==> src/rtl/idxgen_pkg.sv <==
package idxgen_pkg;

   typedef enum logic [1:0] {
      BASE_X  = 2'd0,
      BASE_Y  = 2'd1,
      BASE_SP = 2'd2,
      BASE_PC = 2'd3
   } base_sel_t;

   typedef enum logic [2:0] {
      F_CONST5    = 3'd0,
      F_AUTOMOD   = 3'd1,
      F_CONST_EXT = 3'd2,
      F_IND_EXT   = 3'd3,
      F_ACC       = 3'd4,
      F_IND_ACC   = 3'd5
   } form_t;

   typedef enum logic [1:0] {
      ST_IDLE = 2'd0,
      ST_HI   = 2'd1,
      ST_LO   = 2'd2,
      ST_RD   = 2'd3
   } st_t;

   typedef struct packed {
      form_t     form;
      base_sel_t base;
      logic      wide;
      logic      sign_hi;
      logic      post;
      logic      forbidden;
      logic [1:0] acc_sel;
   } dec_t;

endpackage

==> src/rtl/idxgen_decode.sv <==
module idxgen_decode
   import idxgen_pkg::*;
#(
   parameter int AW = 16
) (
   input  logic [7:0]    pb,
   output dec_t          dec,
   output logic [AW-1:0] small_off
);

   generate
      if (AW < 8) begin : g_bad_aw
         $error("idxgen_decode: AW must be at least 8");
      end
   endgenerate

   always_comb begin
      dec       = '0;
      small_off = '0;
      if (!pb[5]) begin
         dec.form  = F_CONST5;
         dec.base  = base_sel_t'(pb[7:6]);
         small_off = {{(AW-5){pb[4]}}, pb[4:0]};
      end else if (pb[7:6] != 2'b11) begin
         dec.form = F_AUTOMOD;
         dec.base = base_sel_t'(pb[7:6]);
         dec.post = pb[4];
         if (pb[3]) small_off = {{(AW-4){1'b1}}, pb[3:0]};
         else       small_off = {{(AW-3){1'b0}}, pb[2:0]} + {{(AW-1){1'b0}}, 1'b1};
      end else begin
         dec.base = base_sel_t'(pb[4:3]);
         if (pb[2:0] == 3'b011) begin
            dec.form      = F_IND_EXT;
            dec.wide      = 1'b1;
            dec.forbidden = 1'b1;
         end else if (!pb[2]) begin
            dec.form      = F_CONST_EXT;
            dec.wide      = pb[1];
            dec.sign_hi   = pb[0];
            dec.forbidden = 1'b1;
         end else begin
            dec.acc_sel = pb[1:0];
            dec.form    = (pb[1:0] == 2'b11) ? F_IND_ACC : F_ACC;
         end
      end
   end

endmodule

==> src/rtl/idxgen_base_mux.sv <==
module idxgen_base_mux #(
   parameter int AW    = 16,
   parameter int NBASE = 4,
   localparam int SW   = $clog2(NBASE)
) (
   input  logic [NBASE*AW-1:0] flat,
   input  logic [SW-1:0]       sel,
   output logic [AW-1:0]       q
);

   logic [AW-1:0] slot [NBASE];

   generate
      if (NBASE < 2) begin : g_bad_n
         $error("idxgen_base_mux: NBASE must be at least 2");
      end
      for (genvar i = 0; i < NBASE; i++) begin : g_slot
         assign slot[i] = flat[i*AW +: AW];
      end
   endgenerate

   assign q = slot[sel];

endmodule

==> src/rtl/idxgen_acc_off.sv <==
module idxgen_acc_off #(
   parameter int BW         = 8,
   parameter bit SIGNED_ACC = 1'b0,
   localparam int AW        = 2 * BW
) (
   input  logic [BW-1:0] a,
   input  logic [BW-1:0] b,
   input  logic [1:0]    sel,
   output logic [AW-1:0] off
);

   logic [AW-1:0] ext_a;
   logic [AW-1:0] ext_b;

   generate
      if (SIGNED_ACC) begin : g_sext
         assign ext_a = {{BW{a[BW-1]}}, a};
         assign ext_b = {{BW{b[BW-1]}}, b};
      end else begin : g_zext
         assign ext_a = {{BW{1'b0}}, a};
         assign ext_b = {{BW{1'b0}}, b};
      end
   endgenerate

   always_comb begin
      case (sel)
         2'd0:    off = ext_a;
         2'd1:    off = ext_b;
         default: off = {a, b};
      endcase
   end

endmodule

==> src/rtl/idx_addr_gen.sv <==
module idx_addr_gen
   import idxgen_pkg::*;
#(
   parameter int BW         = 8,
   parameter bit SIGNED_ACC = 1'b0,
   localparam int AW        = 2 * BW,
   localparam int NBASE     = 4
) (
   input  logic          clk,
   input  logic          rst_n,
   input  logic          start,
   input  logic [7:0]    postbyte,
   input  logic          restricted,
   input  logic [AW-1:0] reg_x,
   input  logic [AW-1:0] reg_y,
   input  logic [AW-1:0] reg_sp,
   input  logic [AW-1:0] reg_pc,
   input  logic [BW-1:0] acc_a,
   input  logic [BW-1:0] acc_b,
   output logic          ext_ready,
   input  logic          ext_valid,
   input  logic [BW-1:0] ext_byte,
   output logic          rd_req,
   output logic [AW-1:0] rd_addr,
   input  logic          rd_valid,
   input  logic [AW-1:0] rd_data,
   output logic          busy,
   output logic          done,
   output logic [AW-1:0] ea,
   output logic          wb_en,
   output logic [1:0]    wb_sel,
   output logic [AW-1:0] wb_val,
   output logic          extra_cycle,
   output logic          fault
);

   generate
      if (BW != 8) begin : g_bad_bw
         $error("idx_addr_gen: the postbyte offsets assume an 8-bit byte");
      end
   endgenerate

   dec_t          dec, dec_q;
   logic [AW-1:0] small_off;
   logic [AW-1:0] base_val, base_q;
   logic [AW-1:0] acc_off;
   logic [AW-1:0] sum_small, acc_sum, ext_sum;
   logic [BW-1:0] off_hi_q;
   logic [AW-1:0] addr_q;
   st_t           st;

   idxgen_decode #(.AW(AW)) u_dec (
      .pb        (postbyte),
      .dec       (dec),
      .small_off (small_off)
   );

   idxgen_base_mux #(.AW(AW), .NBASE(NBASE)) u_base (
      .flat ({reg_pc, reg_sp, reg_y, reg_x}),
      .sel  (dec.base),
      .q    (base_val)
   );

   idxgen_acc_off #(.BW(BW), .SIGNED_ACC(SIGNED_ACC)) u_acc (
      .a   (acc_a),
      .b   (acc_b),
      .sel (dec.acc_sel),
      .off (acc_off)
   );

   assign sum_small = base_val + small_off;
   assign acc_sum   = base_val + acc_off;
   assign ext_sum   = base_q + {off_hi_q, ext_byte};

   assign busy      = (st != ST_IDLE);
   assign ext_ready = (st == ST_HI) || (st == ST_LO);
   assign rd_req    = (st == ST_RD);
   assign rd_addr   = addr_q;

   always_ff @(posedge clk or negedge rst_n) begin
      if (!rst_n) begin
         st          <= ST_IDLE;
         dec_q       <= '0;
         base_q      <= '0;
         off_hi_q    <= '0;
         addr_q      <= '0;
         done        <= 1'b0;
         ea          <= '0;
         wb_en       <= 1'b0;
         wb_sel      <= 2'd0;
         wb_val      <= '0;
         extra_cycle <= 1'b0;
         fault       <= 1'b0;
      end else begin
         done  <= 1'b0;
         wb_en <= 1'b0;
         case (st)
            ST_IDLE: begin
               if (start) begin
                  dec_q  <= dec;
                  base_q <= base_val;
                  if (restricted && dec.forbidden) begin
                     done        <= 1'b1;
                     fault       <= 1'b1;
                     ea          <= '0;
                     extra_cycle <= 1'b0;
                  end else begin
                     case (dec.form)
                        F_CONST5: begin
                           done        <= 1'b1;
                           fault       <= 1'b0;
                           ea          <= sum_small;
                           extra_cycle <= 1'b0;
                        end
                        F_AUTOMOD: begin
                           done        <= 1'b1;
                           fault       <= 1'b0;
                           ea          <= dec.post ? base_val : sum_small;
                           wb_en       <= 1'b1;
                           wb_sel      <= dec.base;
                           wb_val      <= sum_small;
                           extra_cycle <= 1'b0;
                        end
                        F_ACC: begin
                           done        <= 1'b1;
                           fault       <= 1'b0;
                           ea          <= acc_sum;
                           extra_cycle <= 1'b0;
                        end
                        F_IND_ACC: begin
                           addr_q <= acc_sum;
                           st     <= ST_RD;
                        end
                        default: begin
                           if (dec.wide) begin
                              st <= ST_HI;
                           end else begin
                              off_hi_q <= {BW{dec.sign_hi}};
                              st       <= ST_LO;
                           end
                        end
                     endcase
                  end
               end
            end
            ST_HI: begin
               if (ext_valid) begin
                  off_hi_q <= ext_byte;
                  st       <= ST_LO;
               end
            end
            ST_LO: begin
               if (ext_valid) begin
                  if (dec_q.form == F_IND_EXT) begin
                     addr_q <= ext_sum;
                     st     <= ST_RD;
                  end else begin
                     done        <= 1'b1;
                     fault       <= 1'b0;
                     ea          <= ext_sum;
                     extra_cycle <= 1'b1;
                     st          <= ST_IDLE;
                  end
               end
            end
            default: begin
               if (rd_valid) begin
                  done        <= 1'b1;
                  fault       <= 1'b0;
                  ea          <= rd_data;
                  extra_cycle <= 1'b1;
                  st          <= ST_IDLE;
               end
            end
         endcase
      end
   end

   // write-back only ever accompanies a result
   assert_wb_with_done_R3: assert property (@(posedge clk) disable iff (!rst_n)
      wb_en |-> done);

   // a rejected form leaves nothing behind
   assert_fault_clean_R8: assert property (@(posedge clk) disable iff (!rst_n)
      (done && fault) |-> (ea == '0 && !wb_en && !extra_cycle));

   // byte stream and memory port are never requested together
   assert_one_port_R5: assert property (@(posedge clk) disable iff (!rst_n)
      !(ext_ready && rd_req));

   // pending read keeps its address
   assert_rd_hold_R6: assert property (@(posedge clk) disable iff (!rst_n)
      (rd_req && !rd_valid) |=> (rd_req && $stable(rd_addr)));

   // no result without having been busy or just started
   assert_done_source_R11: assert property (@(posedge clk) disable iff (!rst_n)
      done |-> ($past(start) || $past(busy)));

endmodule

==> config.mk <==
export PLATFORM = sky130hd
export DESIGN_NAME = idx_addr_gen
export DESIGN_NICKNAME = d
export VERILOG_FILES = /design/src/rtl/idxgen_pkg.sv /design/src/rtl/idxgen_decode.sv /design/src/rtl/idxgen_base_mux.sv /design/src/rtl/idxgen_acc_off.sv /design/src/rtl/idx_addr_gen.sv
export SDC_FILE = /design/constraint.sdc
export NUM_CORES = 1
export LEC_CHECK = 0
export BUFFER_PORTS_ARGS = -buffer_cell sky130_fd_sc_hd__buf_2
export CORE_UTILIZATION = 50
export DETAILED_ROUTE_END_ITERATION = 7
export PLACE_DENSITY = 0.77
export RECOVER_POWER = 100
export SLEW_MARGIN = 20
export SYNTH_ARGS = -nofsm -noshare
export SYNTH_HDL_FRONTEND = slang
export SYNTH_SLANG_ARGS = --single-unit
==> constraint.sdc <==
create_clock -name clk -period 4.5 [get_ports clk]
set_clock_uncertainty 0.2 [all_clocks]
set_input_delay 0.225 -clock clk [delete_from_list [all_inputs] [get_ports clk]]
set_output_delay 0.225 -clock clk [all_outputs]
set_load 0.005 [all_outputs]
* Word level (Yosys, flattened, before mapping)
Cells that the tools add are included.
** Storage, ports and cells
- Flip-flop bits (word level) :: 83
- Input bits :: 118
- Output and inout bits :: 57
** Cells by class
- Add/sub/neg operators :: 4
- $lt $le $gt $ge :: 1
- Eq/ne operators :: 23
- Multiplexer cells :: 76
- Bitwise operators :: 3
- Reduce and logical (&&, ||, !) cells :: 19
** Operator list (number)
- two-way mux 16 bit :: 16
- case mux 16 bit (3 select lines) :: 2
- case mux 16 bit (2 select lines) :: 2
- adder 16 bit :: 3
- two-way mux 8 bit :: 5
- binary-select mux 16 bit (select 2 bit) :: 1
- AND reduction 6 bit :: 5
- two-way mux 1 bit :: 27
- two-way mux 2 bit :: 11
- inequality test 2 bit (second input constant) :: 9
- case mux 8 bit (2 select lines) :: 1
- two-way mux 5 bit :: 2
- two-way mux 3 bit :: 3
- case mux 1 bit (3 select lines) :: 3
- equality test 2 bit (second input constant) :: 3
- equality test 3 x 2 -> 1 bit (second input constant) :: 2
- equality test 3 bit (second input constant) :: 2
- two-way mux 6 bit :: 1
- case mux 2 bit (3 select lines) :: 1
- nonzero test 2 bit :: 3
- inequality test 5 x 2 -> 1 bit (second input constant) :: 1
- adder 3 x 1 -> 4 bit (second input constant) :: 1
- equality test 2 x 1 -> 1 bit (second input constant) :: 2
- logical NOT 2 bit :: 2
- 16 further kinds :: 18

* Depth between registers and ports, before layout
- Depth after elaboration :: 16
- Gate-level depth with buffers :: 23

* Modules after synthesis
A second synthesis with hierarchy kept.
** Unflattened totals
- Cell total of the unflattened synthesis :: 776
- Area total of the unflattened synthesis :: 7019.2 sq um
** By module, submodules not included
- idx_addr_gen :: instances 1, cells each 694, area each 6128.4 sq um, sequential area each 2077.0 sq um
- idxgen_base_mux :: instances 1, cells each 20, area each 424.2 sq um, sequential area each 0.0 sq um
- idxgen_decode :: instances 1, cells each 45, area each 305.3 sq um, sequential area each 0.0 sq um
- idxgen_acc_off :: instances 1, cells each 17, area each 161.4 sq um, sequential area each 0.0 sq um

* Worst setup path after synthesis
OpenSTA, ideal clock, no wires.
- Path kind :: input to register
- Start :: input port postbyte[6]
- End :: register ea[12]
- Setup time :: 82 ps
- Data arrival time :: 3668 ps
- Required time :: 4218 ps
- Setup slack :: 550 ps
- Stages :: 23
- Cell sequence :: buf_4 > buf_2 > nand3b_1 > nand2_1 > clkbuf_1 > clkbuf_1 > nor2_1 > nor2_1 > o21ai_0 > inv_1 > ha_1 > ha_1 > a21oi_1 > nor2b_1 > o211ai_1 > o21ai_1 > o31ai_2 > a21oi_1 > a2111oi_0 > a41o_1 > a211o_1 > o21ai_1 > a31oi_1
** On the way
- Longest elaborated chain between the ends :: 13
- Elaborated cells on any way between the ends :: 28
** RTL lines
- from (decl) :: line idx_addr_gen.sv:12 : input logic [7:0] postbyte,
- inequality test 2 bit :: line idxgen_decode.sv:24 : end else if (pb[7:6] != 2'b11) begin
- two-way mux 5 bit :: line idxgen_decode.sv:24
- two-way mux 5 bit (*) :: line idxgen_decode.sv:20 : if (!pb[5]) begin
- NOT 2 -> 3 bit (implied by the code) (*) :: line idxgen_base_mux.sv:22 : assign q = slot[sel];
- binary-select mux 16 bit (select 2 bit) (*) :: line idxgen_base_mux.sv:22
- two-way mux 16 bit (implied by the code) (*) (2 in series) :: line idxgen_base_mux.sv:22
- via base_val[0] :: line idx_addr_gen.sv:45 : logic [AW-1:0] base_val, base_q;
- adder 16 bit :: line idx_addr_gen.sv:71 : assign sum_small = base_val + small_off;
- two-way mux 16 bit :: line idx_addr_gen.sv:118 : ea <= dec.post ? base_val : sum_small;
- case mux 16 bit (3 select lines) (*) :: line idx_addr_gen.sv:108 : case (dec.form)
- two-way mux 16 bit (*) :: line idx_addr_gen.sv:102 : if (restricted && dec.forbidden) begin
- two-way mux 16 bit (*) :: line idx_addr_gen.sv:99 : if (start) begin
- case mux 16 bit (3 select lines) (*) :: line idx_addr_gen.sv:97 : case (st)
- to (signal assigned) :: line idx_addr_gen.sv:112 : ea <= sum_small;
- to (signal assigned) :: line idx_addr_gen.sv:118
- to (signal assigned) :: line idx_addr_gen.sv:127 : ea <= acc_sum;
- to (decl) :: line idx_addr_gen.sv:29 : output logic [AW-1:0] ea,
Mark *: on every way through the listed nets, which the timed path passes. The rest lies on a longest branch. The select of a mux whose other input is x is not followed.
A chain may end at the register's enable or synchronous reset.

* Worst setup path after layout
- Start :: input port postbyte[7]
- End :: register ea[6]
Same word-level chain as after synthesis.

==> results.ini <==
[clock_tree]
cts_post_setup_buffers_inserted = 0
insertion_delay_ps = 350
tritoncts = yes
clkSlewWorstSetupHoldPaths_ps = 60
clock_tree.htree_level_count = 3
cts-root-buf = sky130_fd_sc_hd__clkbuf_16
cts_buffers = 9
clk_path_buf_depth = 2
numClockSinks = 83

[routing]
detail_route.drc_violations = 0
detail-route-antenna-nets = 0
routedWlPerCell_um = 19.8
detail_route.vias_per_cell = 5.99
drt_pre_antenna_iters = 5
first_iter_violations = 689
route.final.wire_length_um = 26300
detailroute.via_count = 7945

[finish]
post-route-cell-area_um2 = 9000
syn2layout_area_growth_pct = 21.0
final_layout_size_suffix_gt1_share_pct = 19.9
nNetsFinal = 1306
antenna_cells = 0

[sta]
max_clock_freq_mhz = 241
hold_viol = 0
setup_total_negative_slack_ps = 0
final.period_utilization_pct = 92.2
worst_tran_pin_value_ps = 1910
rsz_0062_raised_after_global_routing = no
slew_viol_final = 36
worst_slack_ps = 351
setup_violations = 0
headroom_to_the_max_slew_limit_pct = -27.5
min_period_ps = 4150

[die]
floorplan.core_area_um2 = 14500
die_extent_in_x_um = 124
fp-row-count = 44
dieArea_um2 = 15400
number_of_top_level_pins = 175
starting_density_of_the_core_pct = 51.2
floorplan.die.height_um = 124

[yosys]
sequential_cell_area_fraction_in_the_yosys_report_pct = 27.9
postSynthNetCount = 1104
async_reset_ff_share_pct = 100
netlist_instances = 936
netlist-cell-type-count = 88
synth_enable_flop_cells = 0
synth_warnings = 0
synth.cell_area_um2 = 7440
synth-main-ff-cell = sky130_fd_sc_hd__dfrtp_1
syn_area_per_cell_um2 = 7.95
ys_seq_elements = 83

[power]
peakVddDrop_mv = 0.288
static-leakage-power_nw = 4.29
power_density_nw_per_um2 = 534

[place]
placement.io_buffers = 174
place_worst_setup_slack_ps = 138
post_dp_cell_area_um2 = 8770
dp_hpwl_um = 20700
place_congestion = 0.960

[worst_setup_path]
critPathSlowestCell = sky130_fd_sc_hd__a2111oi_0
worst-endpoint-required_ps = 4520
timing.critical_path.to_type = register
r2r_slack_ps = 750
rr_worst_depth = 13
path_class = in2reg
critical_path.max_fanout = 15
critical_path_arrival_ps = 4170
timing.rr.start = base_q[0]
worstReg2RegEnd = ea[14]
startpoint_type = input pin
worstPathCellList = buf_2, inv_1, nor2_2, buf_4, nor2_1, nor2_1, o21ai_0, inv_1, ha_1, ha_1, a21oi_1, a2111oi_0, nor2b_1, o31ai_1, xnor2_1, a21oi_1, o21ai_0, a31oi_1
crit_start = postbyte[7]
worst_path_largest_cell_delay_ps = 630

[grt]
grt_start_max_net_pins = 50
overflow = 0
track_usage_pct = 35.4
grt_antenna_before_repair = 0
grt_pass1_wl_um = 40200
grt_pass1_vias = 7328

[flow_run]
timing.max_cap.violations = 2

[min_path]
hold_ep = ea[1]
hold_path_class = in2reg
worst_hold_startpoint = rd_data[1]
min_path_cells = 3

[outcome]
failed_checks = capacitance limit, slew limit
run_status = finished, violations left

[logic make-up (layout without fill, tap and decap cells)]
family                     Yosys count  after routing  share of synthesized area [%]
AOI/OAI and AO/OA                  321            321                           28.6
buffers and inverters               79            285                           4.32
and+or+nand+nor                    319            319                           19.6
adders and majority gates           51             51                           8.65
xor gates and xnor gates            45             45                           5.40
DFF                                 83             83                           27.9
muxes                               38             38                           5.53
[cells in the final DEF, fill, tap and decap left out, types with 5 or more instances in the layout]
| cell type | n |
|---|---|
| sky130_fd_sc_hd__nor2b_1 | 8 |
| sky130_fd_sc_hd__nand2b_1 | 8 |
| sky130_fd_sc_hd__and3_1 | 20 |
| sky130_fd_sc_hd__o31ai_1 | 7 |
| sky130_fd_sc_hd__clkbuf_1 | 57 |
| sky130_fd_sc_hd__xor2_1 | 15 |
| sky130_fd_sc_hd__clkbuf_16 | 9 |
| sky130_fd_sc_hd__nor2_1 | 91 |
| sky130_fd_sc_hd__o21ai_0 | 81 |
| sky130_fd_sc_hd__xnor2_1 | 29 |
| sky130_fd_sc_hd__a21o_1 | 25 |
| sky130_fd_sc_hd__ha_1 | 49 |
| sky130_fd_sc_hd__buf_2 | 125 |
| sky130_fd_sc_hd__nand3_1 | 19 |
| sky130_fd_sc_hd__nor3_1 | 11 |
| sky130_fd_sc_hd__dfrtp_1 | 83 |
| sky130_fd_sc_hd__buf_4 | 45 |
| sky130_fd_sc_hd__o2111ai_1 | 5 |
| sky130_fd_sc_hd__nand2_1 | 131 |
| sky130_fd_sc_hd__mux2_2 | 21 |
| sky130_fd_sc_hd__a21oi_1 | 72 |
| sky130_fd_sc_hd__o22ai_1 | 14 |
| sky130_fd_sc_hd__a22oi_1 | 10 |
| sky130_fd_sc_hd__o21bai_1 | 5 |
| sky130_fd_sc_hd__o21a_1 | 11 |
| sky130_fd_sc_hd__dlygate4sd3_1 | 8 |
| sky130_fd_sc_hd__o21ai_1 | 5 |
| sky130_fd_sc_hd__a31oi_1 | 10 |
| sky130_fd_sc_hd__inv_1 | 32 |
| sky130_fd_sc_hd__a2111oi_0 | 5 |
| sky130_fd_sc_hd__o211ai_1 | 10 |
| sky130_fd_sc_hd__a211oi_1 | 13 |
| sky130_fd_sc_hd__mux2i_1 | 16 |
[layer usage]
| metal | GRT usage, % | vias up | wire length (um) |
|---|---|---|---|
| met5 | 0 | - | 0 |
| met4 | 14.7 | 0 | 1120 |
| met3 | 7.19 | 67 | 2230 |
| met2 | 54.3 | 416 | 11300 |
| met1 | 48.3 | 3652 | 11600 |
| li1 | - | 3810 | - |
[report_power, final]
part / switching [mW] / leakage [nW] / internal, mW / total (mW)
Sequential: 0.204 / 1.01 / 1.09 / 1.29
Combinational: 1.62 / 3.12 / 1.08 / 2.69
Clock: 0.329 / 0.154 / 0.497 / 0.825
[cells in the mapped netlist (12+ instances only)]
master | n | area, um^2
sky130_fd_sc_hd__xnor2_1 | 29 | 254
sky130_fd_sc_hd__a211oi_1 | 12 | 90.1
sky130_fd_sc_hd__inv_1 | 32 | 120
sky130_fd_sc_hd__nand2_1 | 131 | 492
sky130_fd_sc_hd__nor2_1 | 91 | 342
sky130_fd_sc_hd__and3_1 | 20 | 125
sky130_fd_sc_hd__dfrtp_1 | 83 | 2080
sky130_fd_sc_hd__a21o_1 | 25 | 188
sky130_fd_sc_hd__mux2i_1 | 16 | 160
sky130_fd_sc_hd__o22ai_1 | 14 | 87.6
sky130_fd_sc_hd__xor2_1 | 15 | 131
sky130_fd_sc_hd__clkbuf_1 | 30 | 113
sky130_fd_sc_hd__nand3_1 | 19 | 95.1
sky130_fd_sc_hd__mux2_2 | 21 | 236
sky130_fd_sc_hd__ha_1 | 49 | 613
sky130_fd_sc_hd__o21ai_0 | 76 | 380
sky130_fd_sc_hd__a21oi_1 | 73 | 365
[state kept, by name (all words and copies together) (netlist names)]
signal	count
dec_q	3
done	1
wb_sel	2
wb_val	16
off_hi_q	8
base_q	16
st	2
ea	16
rd_addr	16
extra_cycle	1
fault	1
wb_en	1
[final cells by class]
cell class,count,area [um^2]
clock buffers,10,239
clock inverters,5,77.6
fillers,1427,5530
inverters,34,128
multi-input cells,774,4990
flip-flops and latches,83,2080
well taps,184,230
repair buffers,236,1260
[worst max-delay path, delay by kind of cell]
| kind | cells | cell delay, ps |
|---|---|---|
| buffers and inverters | 4 | 800 |
| AND/OR/NAND/NOR | 4 | 640 |
| XOR/XNOR | 1 | 300 |
| AO/OA/AOI/OAI | 7 | 1850 |
| adder cells (fa/ha/maj) | 2 | 340 |
[worst max-delay path by stage]
stage | endpoint | cells past startpoint
floorplan | ea[12] | 23
global route | rd_addr[15] | 18
detailed placement | rd_addr[15] | 18
global placement | ea[12] | 18
CTS | rd_addr[15] | 18
finish | ea[6] | 18
[through the flow]
| step | cells | power [mW] | hold slack (ps) | utilization (%) |
|---|---|---|---|---|
| finish | 1326 | 4.81 | 7.15 | 61.9 |
| global route | 1326 | 5.19 | 46.8 | 61.9 |
| CTS | 1326 | 4.86 | 4.08 | 63.1 |
| floorplan | 936 | 3.02 | -271 | - |
| global placement | 1303 | 3.99 | 7.98 | 60.3 |
| detailed placement | 1303 | 4.02 | 2.12 | 60.3 |
[what timing repair did]
item,CTS,global route
hold buffers,8,0
resized for setup,0,0
endpoints found under the setup margin,0,0
hold endpoints to repair,41,0
No activity file was read; power rests on OpenSTA's default activity.
